<file path="config.mk">
export PLATFORM = sky130hd
export DESIGN_NAME = mcu_mailbox
export DESIGN_NICKNAME = d
export VERILOG_FILES = /design/src/rtl/mcu_mailbox.sv
export SDC_FILE = /design/constraint.sdc
export NUM_CORES = 1
export LEC_CHECK = 0
export BUFFER_PORTS_ARGS = -buffer_cell sky130_fd_sc_hd__buf_4
export CORE_ASPECT_RATIO = 1.1
export CORE_MARGIN = 10
export CORE_UTILIZATION = 30
export DETAILED_ROUTE_END_ITERATION = 8
export GPL_TIMING_DRIVEN = 1
export PLACE_DENSITY = 0.52
export SLEW_MARGIN = 20
export SYNTH_ARGS = -nofsm -noshare
export SYNTH_HDL_FRONTEND = slang
export SYNTH_SLANG_ARGS = --single-unit
</file>
<file path="constraint.sdc">
create_clock -name clk -period 2.1 [get_ports clk]
set_clock_uncertainty 0.05 [all_clocks]
set_input_delay 0.105 -clock clk [delete_from_list [all_inputs] [get_ports clk]]
set_output_delay 0.105 -clock clk [all_outputs]
set_load 0.01 [all_outputs]
</file>
<file path="src/rtl/mcu_mailbox.sv">
module mcu_mailbox #(
  parameter bit          SWAP_BYTES = 1'b0,
  parameter int          ADDR_W     = 3,
  parameter logic [2:0]  OFS_REPLY  = 3'd0,
  parameter logic [2:0]  OFS_CMDST  = 3'd2,
  parameter logic [2:0]  OFS_RPLST  = 3'd3
) (
  input  logic              clk,
  input  logic              rst_n,
  input  logic [ADDR_W-1:0] host_addr,
  input  logic              host_rd,
  input  logic              host_dbg,
  output logic [15:0]       host_rdata,
  input  logic              host_wr,
  input  logic [1:0]        host_be,
  input  logic [15:0]       host_wdata,
  output logic              mcu_irq,
  input  logic              mcu_pa_wr,
  input  logic              mcu_pb_wr,
  input  logic              mcu_pc_wr,
  input  logic [7:0]        mcu_wdata,
  output logic [7:0]        mcu_pa_in,
  output logic [7:0]        mcu_pb_in
);

  localparam logic [15:0] ALL_ONES = 16'hFFFF;

  logic [15:0] cmd_q, reply_q, outgo_q;
  logic [1:0]  ctl_q;
  logic        cmd_sem, rpl_sem;

  logic [15:0] wdata_ord;
  logic        cmd_wr, take_cmd, post_rpl, rpl_ack;

  assign wdata_ord = SWAP_BYTES ? {host_wdata[7:0], host_wdata[15:8]} : host_wdata;
  assign cmd_wr    = host_wr && (host_addr == ADDR_W'(OFS_REPLY));
  assign take_cmd  = mcu_pc_wr && ctl_q[0] && !mcu_wdata[0];
  assign post_rpl  = mcu_pc_wr && ctl_q[1] && !mcu_wdata[1];
  assign rpl_ack   = host_rd && !host_dbg && (host_addr == ADDR_W'(OFS_REPLY));

  always_ff @(posedge clk) begin
    if (!rst_n) begin
      cmd_q <= '0;
    end else if (cmd_wr) begin
      if (host_be[0]) cmd_q[7:0]  <= wdata_ord[7:0];
      if (host_be[1]) cmd_q[15:8] <= wdata_ord[15:8];
    end
  end

  always_ff @(posedge clk) begin
    if (!rst_n) begin
      cmd_sem <= 1'b0;
      mcu_irq <= 1'b0;
    end else if (cmd_wr) begin
      cmd_sem <= 1'b1;
      mcu_irq <= 1'b1;
    end else if (take_cmd) begin
      cmd_sem <= 1'b0;
      mcu_irq <= 1'b0;
    end
  end

  always_ff @(posedge clk) begin
    if (!rst_n) begin
      mcu_pa_in <= '0;
      mcu_pb_in <= '0;
    end else if (take_cmd) begin
      mcu_pa_in <= cmd_q[7:0];
      mcu_pb_in <= cmd_q[15:8];
    end
  end

  always_ff @(posedge clk) begin
    if (!rst_n) begin
      outgo_q <= '0;
    end else begin
      if (mcu_pa_wr) outgo_q[7:0]  <= mcu_wdata;
      if (mcu_pb_wr) outgo_q[15:8] <= mcu_wdata;
    end
  end

  always_ff @(posedge clk) begin
    if (!rst_n) begin
      ctl_q <= '0;
    end else if (mcu_pc_wr) begin
      ctl_q <= mcu_wdata[1:0];
    end
  end

  always_ff @(posedge clk) begin
    if (!rst_n) begin
      reply_q <= '0;
      rpl_sem <= 1'b0;
    end else if (post_rpl) begin
      reply_q <= outgo_q;
      rpl_sem <= 1'b1;
    end else if (rpl_ack) begin
      rpl_sem <= 1'b0;
    end
  end

  always_comb begin
    if (host_addr == ADDR_W'(OFS_REPLY))
      host_rdata = reply_q;
    else if (host_addr == ADDR_W'(OFS_CMDST))
      host_rdata = {ALL_ONES[15:1], !cmd_sem};
    else if (host_addr == ADDR_W'(OFS_RPLST))
      host_rdata = {ALL_ONES[15:1], !rpl_sem};
    else
      host_rdata = ALL_ONES;
  end

  p_irq_tracks_sem_r2: assert property (@(posedge clk) disable iff (!rst_n)
    mcu_irq == cmd_sem);

  p_write_raises_irq_r2: assert property (@(posedge clk) disable iff (!rst_n)
    (host_wr && host_addr == ADDR_W'(OFS_REPLY)) |=> mcu_irq);

  p_take_drops_irq_r4: assert property (@(posedge clk) disable iff (!rst_n)
    (mcu_pc_wr && ctl_q[0] && !mcu_wdata[0] && !host_wr) |=> !mcu_irq);

  p_no_edge_stable_r5: assert property (@(posedge clk) disable iff (!rst_n)
    (mcu_pc_wr && !(ctl_q[0] && !mcu_wdata[0]) && !host_wr)
      |=> ($stable(mcu_irq) && $stable(mcu_pa_in) && $stable(mcu_pb_in)));

  p_post_sets_flag_r6: assert property (@(posedge clk) disable iff (!rst_n)
    (mcu_pc_wr && ctl_q[1] && !mcu_wdata[1]) |=> (host_addr != ADDR_W'(OFS_RPLST) || !host_rdata[0] || rpl_sem));

  p_debug_read_keeps_r7: assert property (@(posedge clk) disable iff (!rst_n)
    (host_rd && host_dbg && rpl_sem) |=> rpl_sem);

  p_status_high_bits_r8: assert property (@(posedge clk) disable iff (!rst_n)
    (host_addr != ADDR_W'(OFS_REPLY)) |-> (&host_rdata[15:1]));

endmodule

</file>
# After elaboration in Yosys (flattened, before gate mapping)
# Cells that the tools add are included.
[totals] ff_bits=68 input_bits=37 out_inout_bits=33 word_cells=36
[classes] eq_ne=2 mux=7 reduce_logical=17
[op_table] operator="$mux 16" n=1
[op_table] operator="$logic_and 1x1->1" n=7
[op_table] operator="$eq 3x2->1 const B" n=2
[op_table] operator="$mux 1" n=6
[op_table] operator="$logic_not 1->1" n=5
[op_table] operator="$reduce_and 2->1" n=2
[op_table] operator="$reduce_bool 2->1" n=2
[op_table] operator="$logic_not 3->1" n=1

# Longest topological paths before layout
# Gate-level depths: netlist of the first run.
[depth] word_depth=5 depth_mapped=6 mapped_depth_nobuf=3

# Worst setup path before layout of the first run
# No wires, ideal clock.
[synth_timing] path_kind="reg2reg" from="register ctl_q[1]" to="register reply_q[10]" setup_time_ns=0.076 t_arrival_ns=0.897 t_required_ns=1.974 setup_slack_ns=1.078 stages_incl_launch_ff=6 path_buffers=2 period_less_slack_ns=1.022 cell_sequence="dfxtp_1 -> and3b_1 -> buf_4 -> buf_6 -> nand2_1 -> a21boi_0"
[synth_between] elab_chain_len=2
[synth_lines] element="start: declaration" line="29" source="logic [1:0] ctl_q;"
[synth_lines] element="start signal: assignment" line="86" source="ctl_q <= mcu_wdata[1:0];"
[synth_lines] element="$logic_and 1x1->1 (2 in series)" line="38" source="assign post_rpl = mcu_pc_wr && ctl_q[1] && !mcu_wdata[1];"
[synth_lines] element="end signal: assignment" line="95" source="reply_q <= outgo_q;"
[synth_lines] element="end: declaration" line="28" source="logic [15:0] cmd_q, reply_q, outgo_q;"
# Every way passes these cells.
# A chain may end at the register's enable or synchronous reset.

# Final worst setup path of the first run
[layout_timing] from="register ctl_q[1]" to="register rpl_sem"
[layout_between] elab_chain_len=3 elab_cells_between_ends=4 cone_classes="mux (1); reduce/logical (3)"
[layout_lines] element="$logic_and 1x1->1 (*) (2 in series)" line="38"
[layout_lines] element="$mux 1 or $reduce_bool 2->1 (tied branches)"
[layout_lines] element="end signal: assignment" line="93" source="rpl_sem <= 1'b0;"
[layout_lines] element="end signal: assignment" line="96" source="rpl_sem <= 1'b1;"
[layout_lines] element="end signal: assignment" line="98" source="rpl_sem <= 1'b0;"
[layout_lines] element="end: declaration" line="30" source="logic cmd_sem, rpl_sem;"
# Mark *: on every way between the ends. The rest lies on a longest branch, timed or not.

==> results of run 1 <==
-- kinds of logic after synthesis --
kind of cell / count (synthesis)
AND/OR/NAND/NOR: 139
flip-flops: 68
AO/OA/AOI/OAI: 37
multiplexers: 34
buffers and inverters: 23
-- placed cells by master (no fill, tap or decap), drive strengths merged, types with 2 or more instances in the layout --
| cell type | netlist | layout |
|---|---|---|
| nor2b | 20 | 20 |
| inv | 2 | 2 |
| and3b | 2 | 2 |
| nand2b | 9 | 9 |
| or2b | 6 | 6 |
| and3 | 2 | 2 |
| dlygate4sd3 | 0 | 24 |
| clkinv | 0 | 4 |
| mux2i | 34 | 34 |
| clkbuf | 9 | 11 |
| dfxtp | 68 | 68 |
| a21boi | 32 | 32 |
| buf | 12 | 73 |
| nand2 | 96 | 96 |
| nand3b | 2 | 2 |
-- flip-flops by register name, summed over array words and instances, names as in the netlist --
| register | cells |
|---|---|
| cmd_q | 16 |
| outgo_q | 16 |
| mcu_pb_in | 8 |
| cmd_sem | 1 |
| reply_q | 16 |
| rpl_sem | 1 |
| ctl_q | 2 |
| mcu_pa_in | 8 |
-- worst register-to-register path, delay by kind of cell, from the launching register on --
family                 cells  cell delay, ns
flip-flops                 1            0.36
AND/OR/NAND/NOR            1            0.36
AO/OA/AOI/OAI              1            0.35
buffers and inverters      1            0.57
-- synthesized netlist by cell type --
cell / number / share of area, %
a211o_1: 1 / 0.32
a21boi_0: 21 / 5.7
a21boi_1: 11 / 3.0
a21o_1: 1 / 0.27
a22oi_1: 1 / 0.27
a41oi_1: 1 / 0.32
and3_1: 2 / 0.45
and3b_1: 2 / 0.63
buf_1: 1 / 0.14
buf_2: 4 / 0.72
buf_4: 3 / 0.81
buf_6: 4 / 1.6
clkbuf_1: 7 / 0.95
clkbuf_2: 2 / 0.36
dfxtp_1: 68 / 49
inv_1: 2 / 0.27
mux2i_1: 34 / 12
nand2_1: 96 / 13
nand2b_1: 9 / 2.0
nand3_1: 1 / 0.18
nand3b_2: 2 / 0.81
nor2b_1: 20 / 4.5
nor3_4: 1 / 0.59
o21ai_0: 1 / 0.18
or2b_1: 6 / 1.6
-- stage by stage --
stage	worst slack, ns	area [um2]	hold slack (ns)	power [uW]
detailed placement	0.716	3340	0.282	1580
finish	0.370	3750	0.0134	2520
global placement	0.764	3340	0.277	1580
floorplan	1.08	2780	0.187	1480
CTS	0.362	3750	0.00280	2560
global route	0.201	3750	0.0197	2650
-- per-layer routing --
layer  wire length [um]  up-vias  track usage, %
li1                   -     1154               -
met1               3240     1032            12.3
met2               3130       53            16.1
met3                393        8            3.66
met4                 84        0            3.86
met5                  0        -               0
-- worst min-delay path by stage --
stage | from | endpoint | slack, ns
after floorplan | host_rd | rpl_sem$_SDFFE_PN0P_ | 0.19
after global placement | host_rd | rpl_sem$_SDFFE_PN0P_ | 0.28
after detailed placement | host_rd | rpl_sem$_SDFFE_PN0P_ | 0.28
after CTS | mcu_wdata[1] | outgo_q[1]$_SDFFE_PN0P_ | 0.003
after global routing | mcu_wdata[0] | outgo_q[0]$_SDFFE_PN0P_ | 0.02
final | mcu_wdata[1] | outgo_q[1]$_SDFFE_PN0P_ | 0.01
-- power by group --
| group | total, uW | switching [uW] | internal [uW] | leakage, uW |
|---|---|---|---|---|
| combinational | 251 | 108 | 143 | 0.000859 |
| clock | 934 | 481 | 453 | 0.0000889 |
| sequential | 1330 | 14.4 | 1320 | 0.000552 |
| total | 2520 | 603 | 1910 | 0.00150 |
-- cell type report --
cell class / count / area (um2) / share of cell area [%]
inverters: 2 / 7.51 / 0.200
clock buffers: 11 / 141 / 3.77
flip-flops and latches: 68 / 1360 / 36.3
repair buffers: 97 / 788 / 21.0
multi-input cells: 210 / 1280 / 34.1
clock inverters: 5 / 27.5 / 0.735
well taps: 114 / 143 / 3.81
==> metrics, run 1 <==
CP max stage delay about 0.57 ns; routed len/inst around 13 um; Crit Path Class reg -> reg; H-tree depth 3; Final ANT Viol Nets 0; die height between 100 and 150 um; clk slew on worst S/H paths about 0.080 ns; root buf cell clkbuf_8; library cells used by synthesis 25; mux share of post-synthesis cell area 12.3%; CTS max path bufs 2; Seq cells post-synth 68; Hold Path Stages 3; post-synthesis instance total approximately 300; crit path capture type flop; number of gates resized after cts 0; syn_area_per_cell slightly above 9 um2; row count 36; peak supply drop about 0.28 mV; Die ar. around 0.014 mm2; Critical path buffers and inverters 1; Simple-Gate Fraction of Synth Area a little under a quarter; Worst setup SP type flop; utilization of the core after routing between 40% and 50%; initial antenna violation count 0; number of fill cells just over 900; Peak Freq 578 MHz; Final setup violation count 0; RSZ-0062 raised after global routing false; Placeable Area about 0.009 mm2; Yosys warnings 0; Synth Net Count approximately 340; Die Wd between 100 and 150 um; critical path arrival 1.96 ns; total gr overflow 0; pwr dens between 600 and 700 mW/mm2; slowest CP cell dlygate4sd3_1; Final min period roughly 1.7 ns; worst-path cell chain nand3b_2 > a41oi_1 > dlygate4sd3_1; Via density ~4.4; Clk Latency, worst-skew pair between 0.3 and 0.4 ns; Final Hold Fails 0; CP top delay family buffers and inverters; Ant. Diodes 0; dpl cells around 470; post-synthesis xor/xnor area fraction 0%; Pleak about 0.0015 uW; Slew headroom a little under 60%; Hold Buf Count CTS 24; post-DP HPWL between 4 and 5 mm; CTS sink count slightly below 70; synth-to-layout area growth 35.0%; CP startpoint ctl_q[1]$_SDFFE_PN0P_; # port buffers 69; first-pass GRT wire length approximately 11 mm; r2r startpoint ctl_q[1]$_SDFFE_PN0P_; crit-path max FO 17; r2r endpoint rpl_sem$_SDFFE_PN0P_; status finished clean; period utilisation layout slightly above 80%; Cell Area, Synth about 0.0028 mm2; worst-margin pin slew 0.635 ns; R2R Setup Slk 0.37 ns; DRC 0; WP data required ~2.3 ns; Initial Util between 30% and 40%; CTS buffer count 9; Layout Cells excl Fill ~510; pin count of the biggest net entering global routing 70; final WL about 6.8 mm; sequential fraction of the synthesis area between 40% and 50%; first-pass detailed-route iteration total 4; R2R depth 3; largest family of logic cells by synthesized area simple AND/OR/NAND/NOR gates; Net count, final 425; min-delay worst type in -> reg; Max-cap violations 0; setup TNS 0 ns; setup repair bufs after CTS 0; Slew Viols, Final 0; Adder-Cell Fraction of Synth Area 0%; share of cells above drive strength 1 ~23%; Synth Area in Compound Gates roughly a tenth; worst setup path endpoint rpl_sem$_SDFFE_PN0P_; DRT iter0 DRCs 77; Routability Congestion about 0.73; CTS tree yes; vias in the first global route roughly 2300; vias around 2200; CP Depth 3; GRT Util Overall 10.2%; num ports 70
No activity file was read; power rests on OpenSTA's default activity.
==> inputs of run 2 (changes only) <==
- PLACE_DENSITY: 0.52 -> 0.54
- clock period: 2.1 -> 1.45 ns (I/O delays scaled with it)
==> run 2 against run 1 <==
Hold slack improved by 0.021 ns. Clock power increased by 47%. Routed wire length is 1.5% higher. Worst setup slack lost 0.32 ns. Critical path type is now reg -> out. Highest routed layer unchanged.
==> metrics, run 2 (same netlist as run 1, synthesis figures left out) <==
status finished clean; Max-cap violations 0 (unchanged); Hold Path Stages 3 (unchanged); row count 36 (unchanged); worst-margin pin slew 0.398 ns (-0.237 ns); CTS max path bufs 2 (unchanged); WP data required 1.33 ns (-1.00 ns); setup TNS 0 ns (unchanged); pin count of the biggest net entering global routing 39 (-44%); critical path arrival 1.27 ns (-0.69 ns); vias 2226 (-0.93%); Final setup violation count 0 (unchanged); Crit Path Class reg -> out; synth-to-layout area growth 38.4%; Worst setup SP type flop; slowest CP cell dfxtp_2; worst hold path endpoint ctl_q[0]$_SDFFE_PN0P_; die height 121 um (unchanged); Post-DP Area 0.00340 mm2 (+1.7%); total gr overflow 0 (unchanged); hold path start mcu_pc_wr; Final Hold Fails 0 (unchanged); CTS buffer count 9 (unchanged); Die Wd 112 um (unchanged); Peak Freq 716 MHz; final hold slack 0.0345 ns (+0.0211 ns); initial antenna violation count 0 (unchanged); Initial Util 31.0% (unchanged); # port buffers 69 (unchanged); utilization of the core after routing 42.9% (+1.0 points); largest registers cmd_q x16, outgo_q x16, reply_q x16; r2r endpoint rpl_sem$_SDFFE_PN0P_; post-DP HPWL 4.77 mm (+1.4%); period utilisation layout 96.3%; Via density 4.32 (-2.5%); Slew Viols, Final 0 (unchanged); setup repair bufs after CTS 0 (unchanged); R2R Setup Slk 0.32 ns (-0.05 ns); GRT Util Overall 10.2% (+0.031 points); RSZ-0062 raised after global routing true; num ports 70 (unchanged); vias in the first global route 2340 (+3.3%); CTS tree yes; Critical path buffers and inverters 1 (unchanged); H-tree depth 3 (unchanged); clk slew on worst S/H paths 0.07 ns (about the same); routed len/inst 13.5 um (about the same); Final ANT Viol Nets 0 (unchanged); final WL 6.94 mm (+1.5%); first-pass detailed-route iteration total 4 (unchanged); min-delay worst type in -> reg; peak supply drop 0.497 mV (+76%); crit-path max FO 2 (-15); Slew headroom 73.3% (+16 points); most common cell after layout, fill and taps aside nand2_1; Ant. Diodes 0 (unchanged); Final min period about 1.4 ns; CP max stage delay 0.33 ns (-0.24 ns); R2R depth 2 (-1); Pleak 0.00155 uW (+3.2%); r2r startpoint ctl_q[1]$_SDFFE_PN0P_; pwr dens 957 mW/mm2 (+43%); DRC 0 (unchanged); first-pass GRT wire length 11.3 mm (-0.42%); Net count, final 434 (+2.1%); CP Depth 4 (+1); most frequent cells in the layout nand2_1, buf_4, dfxtp_1; Placeable Area 0.00896 mm2 (unchanged); design area 0.00384 mm2 (+2.5%); DRT iter0 DRCs 74 (-3.9%); CP top delay family compound AO/OA/AOI/OAI gates; worst-path cell chain nor2b_1 > a211o_1 > a21o_1 > buf_6; root buf cell clkbuf_8; share of cells above drive strength 1 24.2% (+1.0 points); Routability Congestion 0.702 (-4.2%); Clk Latency, worst-skew pair 0.33 ns (about the same); CTS sink count 68 (unchanged); crit path capture type output pin; Die ar. 0.0135 mm2 (unchanged)
==> run 2: per-layer routing <==
| layer | up-vias | wire [um] | global-route usage, % |
|---|---|---|---|
| met1 | 999 | 3310 | 12.1 |
| met5 | - | 0 | 0 |
| met2 | 54 | 3120 | 16.2 |
| met4 | 0 | 64 | 3.86 |
| li1 | 1167 | - | - |
| met3 | 6 | 449 | 4.01 |
==> run 2: final cells by class <==
type / count / area, um2
Sequential cell: 68 / 1360
Tap cell: 114 / 143
Inverter: 2 / 7.51
Clock inverter: 2 / 10.0
Fill cell: 893 / 5120
Clock buffer: 13 / 159
Timing Repair Buffer: 106 / 880
Multi-Input combinational cell: 210 / 1280
==> run 2: what timing repair did <==
item	CTS	global route
pin swaps	2	1
endpoints found under the hold margin	34	0
hold buffers	27	0
endpoints found under the setup margin	1	1
gates resized for setup	3	0
==> run 2: how the worst max path moves through the flow <==
stage / from / to / slack (ns)
global route: reply_q[0]$_SDFFE_PN0P_ / host_rdata[0] / -0.01
CTS: reply_q[0]$_SDFFE_PN0P_ / host_rdata[0] / 0.02
finish: reply_q[0]$_SDFFE_PN0P_ / host_rdata[0] / 0.05
detailed placement: host_addr[0] / host_rdata[10] / 0.26
global placement: host_addr[0] / host_rdata[9] / 0.29
floorplan: ctl_q[1]$_SDFFE_PN0P_ / reply_q[10]$_SDFFE_PN0P_ / 0.43
==> run 2: worst register-to-register path: cells and delay by family, from the launching register on <==
family | cells | cell delay (ns)
flops | 1 | 0.36
simple gates | 1 | 0.33
compound gates | 1 | 0.32
==> run 2: stage by stage <==
stage / std cells / setup WS [ns] / power, uW
floorplan: 301 / 0.428 / 2140
global placement: 473 / 0.295 / 2290
finish: 515 / 0.0541 / 3680
detailed placement: 473 / 0.260 / 2300
CTS: 515 / 0.0166 / 3730
global route: 515 / -0.0101 / 3870
==> run 2: power breakdown <==
| group | internal (uW) | switching, uW |
|---|---|---|
| combinational | 222 | 158 |
| clock | 701 | 667 |
| sequential | 1910 | 21.7 |
==> inputs of run 3 (changes only) <==
- RECOVER_POWER: unset -> 50
- SKIP_CTS_REPAIR_TIMING: unset -> 1
==> run 3 against run 2 <==
Sequential share of layout area increased by 0.85 points. Count of clock-buffer cells in the layout unchanged. Worst setup slack got worse by 0.022 ns. Power decreased by 0.18%. Sequential power about the same. Sequential cell count unchanged. Core utilization decreased by 1.0 points. Final area decreased by 2.3%. Via count decreased by 0.45%. Global-route usage decreased by 0.35 points.
==> metrics, run 3 (same netlist as run 1, synthesis figures left out) <==
Placeable Area 0.00896 mm2 (unchanged); vias 2216 (-0.45%); Slew Viols, Final 0 (unchanged); Critical path buffers and inverters 1 (unchanged); CTS sink count 68 (unchanged); min-delay worst type in -> reg; utilization of the core after routing 41.8% (-1.0 points); Layout Cells excl Fill 514 (-0.19%); critical path arrival 1.30 ns (+0.03 ns); Initial Util 31.0% (unchanged); Worst setup SP type flop; CTS tree yes; NetSw 847 uW (+0.11%); row count 36 (unchanged); Via density 4.31 (-0.26%); WP data required 1.33 ns (about the same); clock network power share 37.3% (about the same); worst-path cell chain nor2b_1 > a211o_1 > a21o_1 > buf_6; sequential cell fraction of total power 52.6% (about the same); num ports 70 (unchanged); DRC 0 (unchanged); CTS buffer count 9 (unchanged); slowest CP cell dfxtp_2; Die ar. 0.0135 mm2 (unchanged); final hold slack 0.00461 ns (-0.0299 ns); Peak Freq 705 MHz (-1.5%); Final Hold Fails 0 (unchanged); CTS max path bufs 2 (unchanged); Pleak 0.00146 uW (-5.8%); worst-margin pin slew 0.403 ns (+0.00489 ns); DRT iter0 DRCs 78 (+5.4%); share of cells above drive strength 1 19.3% (-4.9 points); pin count of the biggest net entering global routing 39 (unchanged); vias in the first global route 2222 (-5.0%); pwr dens 979 mW/mm2 (+2.2%); number of fill cells 924 (+3.5%); final WL 6.96 mm (+0.20%); first-pass GRT wire length 10.8 mm (-4.6%); Clk Latency, worst-skew pair 0.33 ns (about the same); die height 121 um (unchanged); Die Wd 112 um (unchanged); most common cell after layout, fill and taps aside nand2_1; GRT Util Overall 9.84% (-0.35 points); CP max stage delay 0.33 ns (about the same); internal power 2820 uW (-0.27%); root buf cell clkbuf_8; first-pass detailed-route iteration total 4 (unchanged); total gr overflow 0 (unchanged); status finished clean; Final ANT Viol Nets 0 (unchanged); period utilisation layout 97.8% (+1.5 points); initial antenna violation count 0 (unchanged); Crit Path Class reg -> out; RSZ-0062 raised after global routing true; clk slew on worst S/H paths 0.07 ns (about the same); Final min period 1.42 ns (+0.0217 ns); Ant. Diodes 0 (unchanged); largest registers cmd_q x16, outgo_q x16, reply_q x16; synth-to-layout area growth 35.2%; routed len/inst 13.5 um (+0.40%); crit-path max FO 2 (unchanged); CP top delay family compound AO/OA/AOI/OAI gates; Final setup violation count 0 (unchanged); peak supply drop 0.498 mV (+0.18%); H-tree depth 3 (unchanged); post-DP HPWL 4.77 mm (unchanged); combinational share of power 10.1% (-0.2 points); Routability Congestion 0.702 (unchanged); most frequent cells in the layout nand2_1, dfxtp_1, buf_4; crit path capture type output pin; Net count, final 433 (-0.23%); dpl cells 473 (unchanged); Max-cap violations 0 (unchanged); Slew headroom 73.0% (-0.33 points); Switching Share 23.1% (+0.068 points); # port buffers 69 (unchanged)
-- run 3: changes by cell type in the layout (fill, tap and decap cells not counted) --
| cell | change |
|---|---|
| dlygate4sd3_1 | -1 |
| clkbuf_1 | +20 |
| clkbuf_2 | +2 |
| buf_4 | -26 |
| clkbuf_4 | +4 |
-- run 3: cell type report --
cell class / instances / area (um2) / area share (%)
clock inverters: 2 / 10.0 / 0.267
multi-input cells: 210 / 1280 / 34.1
inverters: 2 / 7.51 / 0.200
flip-flops and latches: 68 / 1360 / 36.4
repair buffers: 105 / 790 / 21.0
well taps: 114 / 143 / 3.80
clock buffers: 13 / 159 / 4.24
-- run 3: final timing paths --
check,slack (ns),depth (start not counted),from,endpoint
max,0.03,4,reply_q[0]$_SDFFE_PN0P_,host_rdata[0]
min,0.005,3,mcu_wdata[0],ctl_q[0]$_SDFFE_PN0P_
max reg2reg,0.32,2,ctl_q[1]$_SDFFE_PN0P_,rpl_sem$_SDFFE_PN0P_
min reg2reg,0.40,2,outgo_q[7]$_SDFFE_PN0P_,reply_q[7]$_SDFFE_PN0P_
-- run 3: power by group through the flow --
stage | registers [uW] | logic [uW] | clock network, uW
2_1_floorplan | 1970 | 173 | 0
3_3_place_gp | 1970 | 323 | 0
3_5_place_dp | 1970 | 325 | 0
4_1_cts | 1930 | 327 | 1410
5_1_grt | 1930 | 408 | 1520
6_report | 1930 | 372 | 1370
-- run 3: worst register-to-register path: stages (launching register included) --
cell,delay (ns)
dfxtp_1,0.36
nand3b_2,0.33
a41oi_1,0.32
-- run 3: per-stage QoR --
stage / setup TNS [ns] / total power [uW] / area, um2 / worst slack, ns
after floorplan: 0 / 2140 / 2780 / 0.428
after global placement: 0 / 2290 / 3400 / 0.295
after detailed placement: 0 / 2300 / 3400 / 0.260
after CTS: -0.0143 / 3670 / 3560 / -0.0143
after global routing: -0.0568 / 3860 / 3750 / -0.0310
final: 0 / 3670 / 3750 / 0.0324
-- run 3: per-layer routing --
layer  GRT usage, %  part of all wire (%)  vias up
li1               -                     -     1162
met1           11.9                    49      994
met2           15.2                    44       54
met3           4.01                   5.1        6
met4           3.86                  0.91        0
met5              0                     0        -
